===== src/rtl/strap_cfg_pkg.sv =====
package strap_cfg_pkg;
  typedef enum logic [1:0] {
    IFM_MII  = 2'd0,
    IFM_RMII = 2'd1,
    IFM_LOOP = 2'd2
  } if_mode_e;

  localparam int REG_W        = 16;
  localparam int MODE_W       = 3;
  localparam int BIT_SPEED    = 13;
  localparam int BIT_ANEG     = 12;
  localparam int BIT_ISO      = 10;
  localparam int BIT_RESTART  = 9;
  localparam int BIT_DUPLEX   = 8;
  localparam int ADV_100FD    = 8;
  localparam int ADV_100HD    = 7;
  localparam int ADV_10FD     = 6;
  localparam int ADV_10HD     = 5;
  localparam int SEL_W        = 5;
  localparam logic [SEL_W-1:0] ADV_SELECTOR = 5'b00001;
endpackage


===== src/rtl/strap_mode_latch.sv =====
module strap_mode_latch
  import strap_cfg_pkg::*;
#(
  parameter int ADDR_W = 3
) (
  input  logic              clk,
  input  logic              rst,
  input  logic [MODE_W-1:0] strap_mode,
  input  logic [ADDR_W-1:0] strap_addr,
  output if_mode_e          if_mode,
  output logic [ADDR_W-1:0] phy_addr,
  output logic              cfg_err,
  output logic              pad_oe
);
  if_mode_e mode_d;
  logic     bad_d;

  always_comb begin
    bad_d  = 1'b0;
    case (strap_mode)
      3'b000:  mode_d = IFM_MII;
      3'b001:  mode_d = IFM_RMII;
      3'b100:  mode_d = IFM_LOOP;
      default: begin
        mode_d = IFM_MII;
        bad_d  = 1'b1;
      end
    endcase
  end

  always_ff @(posedge clk) begin
    if (rst) begin
      if_mode  <= mode_d;
      cfg_err  <= bad_d;
      phy_addr <= strap_addr;
      pad_oe   <= 1'b0;
    end else begin
      pad_oe   <= 1'b1;
    end
  end

  p_mode_stable_r6: assert property (@(posedge clk) disable iff (rst)
    !$past(rst) |-> ($stable(if_mode) && $stable(cfg_err)));
  p_addr_stable_r5: assert property (@(posedge clk) disable iff (rst)
    !$past(rst) |-> $stable(phy_addr));
  p_err_mii_r4: assert property (@(posedge clk) disable iff (rst)
    cfg_err |-> (if_mode == IFM_MII));
  p_oe_after_release_r10: assert property (@(posedge clk) disable iff (rst)
    !$past(rst) |-> pad_oe);
endmodule


===== src/rtl/strap_ctrl_regs.sv =====
module strap_ctrl_regs
  import strap_cfg_pkg::*;
#(
  parameter int DATA_W = REG_W
) (
  input  logic              clk,
  input  logic              rst,
  input  logic              strap_iso,
  input  logic              strap_speed,
  input  logic              strap_duplex,
  input  logic              strap_aneg,
  input  logic              wr_en,
  input  logic              wr_sel,
  input  logic [DATA_W-1:0] wr_data,
  output logic [DATA_W-1:0] ctrl_reg,
  output logic [DATA_W-1:0] adv_reg,
  output logic              restart_pulse
);
  localparam int NFIELD = 4;
  localparam int CTRL_POS [NFIELD] = '{BIT_SPEED, BIT_ANEG, BIT_ISO, BIT_DUPLEX};
  localparam int ADV_POS  [NFIELD] = '{ADV_100FD, ADV_100HD, ADV_10FD, ADV_10HD};
  localparam logic [DATA_W-1:0] RESTART_MASK = DATA_W'(1) << BIT_RESTART;

  logic [NFIELD-1:0] ctrl_seed, adv_seed, ctrl_q, adv_q;
  logic              ctrl_wr, adv_wr, restart_q;
  logic              unused_wr_bits;

  assign ctrl_seed = {strap_speed, strap_aneg, strap_iso, strap_duplex};
  assign adv_seed  = {strap_speed & strap_duplex, strap_speed, strap_duplex, 1'b1};
  assign ctrl_wr   = wr_en && !wr_sel;
  assign adv_wr    = wr_en && wr_sel;
  assign unused_wr_bits = ^wr_data;

  for (genvar i = 0; i < NFIELD; i++) begin : g_field
    always_ff @(posedge clk) begin
      if (rst) begin
        ctrl_q[NFIELD-1-i] <= ctrl_seed[NFIELD-1-i];
        adv_q[NFIELD-1-i]  <= adv_seed[NFIELD-1-i];
      end else begin
        if (ctrl_wr) ctrl_q[NFIELD-1-i] <= wr_data[CTRL_POS[i]];
        if (adv_wr)  adv_q[NFIELD-1-i]  <= wr_data[ADV_POS[i]];
      end
    end
  end

  always_ff @(posedge clk) begin
    if (rst) restart_q <= 1'b0;
    else     restart_q <= ctrl_wr && wr_data[BIT_RESTART];
  end

  always_comb begin
    ctrl_reg = '0;
    adv_reg  = '0;
    for (int i = 0; i < NFIELD; i++) begin
      ctrl_reg[CTRL_POS[i]] = ctrl_q[NFIELD-1-i];
      adv_reg[ADV_POS[i]]   = adv_q[NFIELD-1-i];
    end
    ctrl_reg[BIT_RESTART] = restart_q;
    adv_reg[SEL_W-1:0]    = ADV_SELECTOR;
  end

  assign restart_pulse = restart_q;

  p_restart_cause_r8: assert property (@(posedge clk) disable iff (rst)
    restart_pulse |-> $past(wr_en && !wr_sel && wr_data[BIT_RESTART]));
  p_ctrl_hold_r7: assert property (@(posedge clk) disable iff (rst)
    (!$past(rst) && !$past(wr_en)) |-> $stable(ctrl_reg & ~RESTART_MASK));
  p_adv_hold_r9: assert property (@(posedge clk) disable iff (rst)
    (!$past(rst) && !$past(adv_wr)) |-> $stable(adv_reg));
  p_restart_bit_r8: assert property (@(posedge clk) disable iff (rst)
    (!$past(rst) && !$past(wr_en)) |-> !ctrl_reg[BIT_RESTART]);
endmodule


===== src/rtl/strap_cfg_latch.sv =====
module strap_cfg_latch
  import strap_cfg_pkg::*;
#(
  parameter int ADDR_W = 3,
  parameter int DATA_W = REG_W
) (
  input  logic              clk,
  input  logic              rst,
  input  logic [2:0]        strap_mode,
  input  logic [ADDR_W-1:0] strap_addr,
  input  logic              strap_iso,
  input  logic              strap_speed,
  input  logic              strap_duplex,
  input  logic              strap_aneg,
  input  logic              wr_en,
  input  logic              wr_sel,
  input  logic [DATA_W-1:0] wr_data,
  output logic [DATA_W-1:0] ctrl_reg,
  output logic [DATA_W-1:0] adv_reg,
  output logic [1:0]        if_mode,
  output logic [ADDR_W-1:0] phy_addr,
  output logic              cfg_err,
  output logic              restart_pulse,
  output logic              pad_oe
);
  if_mode_e mode_e;

  strap_mode_latch #(.ADDR_W(ADDR_W)) u_mode (
    .clk        (clk),
    .rst        (rst),
    .strap_mode (strap_mode),
    .strap_addr (strap_addr),
    .if_mode    (mode_e),
    .phy_addr   (phy_addr),
    .cfg_err    (cfg_err),
    .pad_oe     (pad_oe)
  );

  strap_ctrl_regs #(.DATA_W(DATA_W)) u_regs (
    .clk           (clk),
    .rst           (rst),
    .strap_iso     (strap_iso),
    .strap_speed   (strap_speed),
    .strap_duplex  (strap_duplex),
    .strap_aneg    (strap_aneg),
    .wr_en         (wr_en),
    .wr_sel        (wr_sel),
    .wr_data       (wr_data),
    .ctrl_reg      (ctrl_reg),
    .adv_reg       (adv_reg),
    .restart_pulse (restart_pulse)
  );

  assign if_mode = mode_e;

  p_reset_ignores_write_r11: assert property (@(posedge clk) disable iff (rst)
    $past(rst) |-> !restart_pulse);
endmodule


===== config.mk =====
export PLATFORM = sky130hd
export DESIGN_NAME = strap_cfg_latch
export DESIGN_NICKNAME = d
export VERILOG_FILES = /design/src/rtl/strap_cfg_pkg.sv /design/src/rtl/strap_mode_latch.sv /design/src/rtl/strap_ctrl_regs.sv /design/src/rtl/strap_cfg_latch.sv
export SDC_FILE = /design/constraint.sdc
export NUM_CORES = 1
export LEC_CHECK = 0
export ABC_AREA = 1
export BUFFER_PORTS_ARGS = -buffer_cell sky130_fd_sc_hd__buf_4
export CAP_MARGIN = 0
export CORE_ASPECT_RATIO = 0.8
export CORE_MARGIN = 2
export CORE_UTILIZATION = 30
export CTS_CLUSTER_DIAMETER = 30
export DETAILED_ROUTE_END_ITERATION = 6
export GPL_ROUTABILITY_DRIVEN = 1
export PLACE_DENSITY_LB_ADDON = 0.08
export SYNTH_ARGS = -nofsm -noshare
export SYNTH_HDL_FRONTEND = slang
export SYNTH_SLANG_ARGS = --single-unit
export TNS_END_PERCENT = 30

===== constraint.sdc =====
create_clock -name clk -period 0.8 [get_ports clk]
set_input_delay 0.12 -clock clk [delete_from_list [all_inputs] [get_ports clk]]
set_output_delay 0.12 -clock clk [all_outputs]
set_load 0.05 [all_outputs]

==> results.md <==
- Status: finished with violations
- Failing checks: negative setup slack
- Data required, critical path: 680 ps
- Hold depth: 3
- CP max stage cell: edfxtp_1
- Worst path cell trace: buf_6
- P per Cell Area: 1960 mW/mm2
- Clk Latency, worst-skew pair: 280 ps
- Grt total ovfl: 0
- I/O pins: 70
- Count leader, synth: buf_4
- Crit-path max FO: 1
- Sequential-to-total area share from yosys stat: 57.2%
- Delay-heaviest family, CP: flip-flops
- Synth cell types: 12
- Reg clk slew, reported paths: 100 ps
- Vias per std cell: 3.58
- Clock buffer depth: 2
- Gpl congestion: 0.745
- Static Leak: 0.588 nW
- Fillers: 239
- H-tree depth: 1
- Final Setup Violations: 17
- Maxcap violations: 0
- Fmax: 1020 MHz
- Yosys warnings: 0
- Setup TNS: -2470 ps
- Post-DRT Antenna Nets: 0
- Part of the cycle the worst path needs: 122%
- Unrepaired setup endpoints after global routing: true
- CTS tree: done
- Total power: 0.00231 W
- Ranking of synthesized cells by area: edfxtp_1, buf_4, nand2_1
- WS Path Type: reg -> out
- DP HPWL: 1.12 mm
- Hold Path Class: in -> reg
- Commonest cells post-synth: buf_4, nand2_1, edfxtp_1
- Netlist Area Pre-Place: 787 um2
- Crit path from: u_mode.if_mode[1]
- Final WS setup: -180 ps
- Diodes inserted: 0
- Number of clock sinks: 16
- R2R cell count: 2
- Mapped Avg Cell Area: 10.2 um2
- Routed WL: 1.42 mm
- Die Y-Extent: 49.8 um
- Clk_skew: 0 ps
- DR iter-0 viols: 8
- Max stage delay on crit path: 410 ps
- Core area: 0.00246 mm2
- WP data arrival: 860 ps
- PortBufs: 38
- Initial core utilization: 32.0%
- Register-to-register setup slack: 240 ps
- Slew Limit Fails: 0
- Hold Startpoint: wr_data[9]
- Type of origin of the critical path: flop
- Post-synth EDFFs: 13
- Main synth FF type: edfxtp_1
- Root Buffer: clkbuf_4
- Die W: 61.3 um
- Async SR Flop Fraction: 0%
- Synth top area share: 49.6%
- DRC errors left: 0
- Critical path buffers and inverters: 1
- Reg2reg start: u_regs.adv_reg[5]
- Vias in the first global route: 522
- Layout cell share with drive strength beyond 1: 40.7%
- Hold Vio Cnt, Final: 0
- Yosys top cell by area: edfxtp_1
- Die Footprint: 0.00305 mm2
- VDD IR max: 0.731 mV
- Vias: 570
- Final nets: 154
- Yosys reg bits: 16
- Largest net degree at the start of global routing: 11
- Cell count along the critical path: 1
- GRT Resource Usage Total: 10.1%
- Wire per inst: 8.92 um
- Drt pass-1 iters: 4
- Initial antenna violation count: 0
- Syn-to-layout area delta: 49.4%
- Minimum clock period: 980 ps
- Endpoint class of the critical path: primary output
- Clock buffer count from CTS: 3
- Cells after synthesis: 77
- First-pass GRT wire length: 2.17 mm
- Row count: 16
[per-layer routing]
metal | global-route usage, % | routed length (um)
met4 | 6.52 | 22
met2 | 17.4 | 735
met3 | 2.62 | 110
met5 | 0 | 0
met1 | 10.6 | 549
[cell usage in the layout (no fill, tap or decap)]
cell,count
conb_1,23
clkbuf_4,3
clkbuf_1,1
nor2_1,1
edfxtp_1,13
inv_1,3
buf_4,26
buf_8,2
buf_6,15
dfxtp_4,1
dlygate4sd3_1,3
nand2_1,23
dfxtp_2,2
nand3_1,3
inv_2,1
o21bai_1,1
nor3_1,2
[final timing paths]
| check | end |
|---|---|
| max | if_mode[1] |
| min | u_regs.restart_pulse |
| max reg2reg | u_regs.adv_reg[5] |
| min reg2reg | u_regs.adv_reg[5] |
[kinds of logic (layout without fill, tap and decap cells)]
group	count (synthesis)	after routing	share of synthesized area [%]
DFF	16	16	57.2
AOI/OAI and AO/OA	1	1	0.954
and+or+nand+nor	29	29	14.6
other	2	23	0.954
buffers and inverters	29	54	26.2
[per-stage QoR]
step	setup slack, ps	cell area (um2)	instances	hold slack [ps]	utilization [%]
after floorplan	-29.0	870	98	219	-
after global placement	-7.25	1050	152	298	42.5
after detailed placement	-29.9	1050	152	300	42.5
after CTS	-182	1170	159	48.0	47.6
after global routing	-220	1180	159	54.6	47.8
final	-180	1180	159	54.2	47.8
[where the power goes]
group | leakage [nW] | total [W] | switching (W) | internal [W]
combinational | 0.419 | 0.000844 | 0.000595 | 0.000249
clock | 0.0150 | 0.000446 | 0.000252 | 0.000193
sequential | 0.154 | 0.00102 | 0.0000346 | 0.000982
[cell type report]
type                    count  area, um2  share of cell area [%]
well taps                  36       45.0                    3.83
clock buffers               4       26.3                    2.23
multi-input cells          53        209                    17.8
inverters                   4       15.0                    1.28
repair buffers             46        424                    36.1
flip-flops and latches     16        457                    38.8
[repair_timing]
item	in CTS	in global routing
resized for setup	20	1
endpoints found under the hold margin	3	0
endpoints found under the setup margin	17	17
hold buffers	3	0
buffers inserted	0	0
No activity file was read; power rests on OpenSTA's default activity.
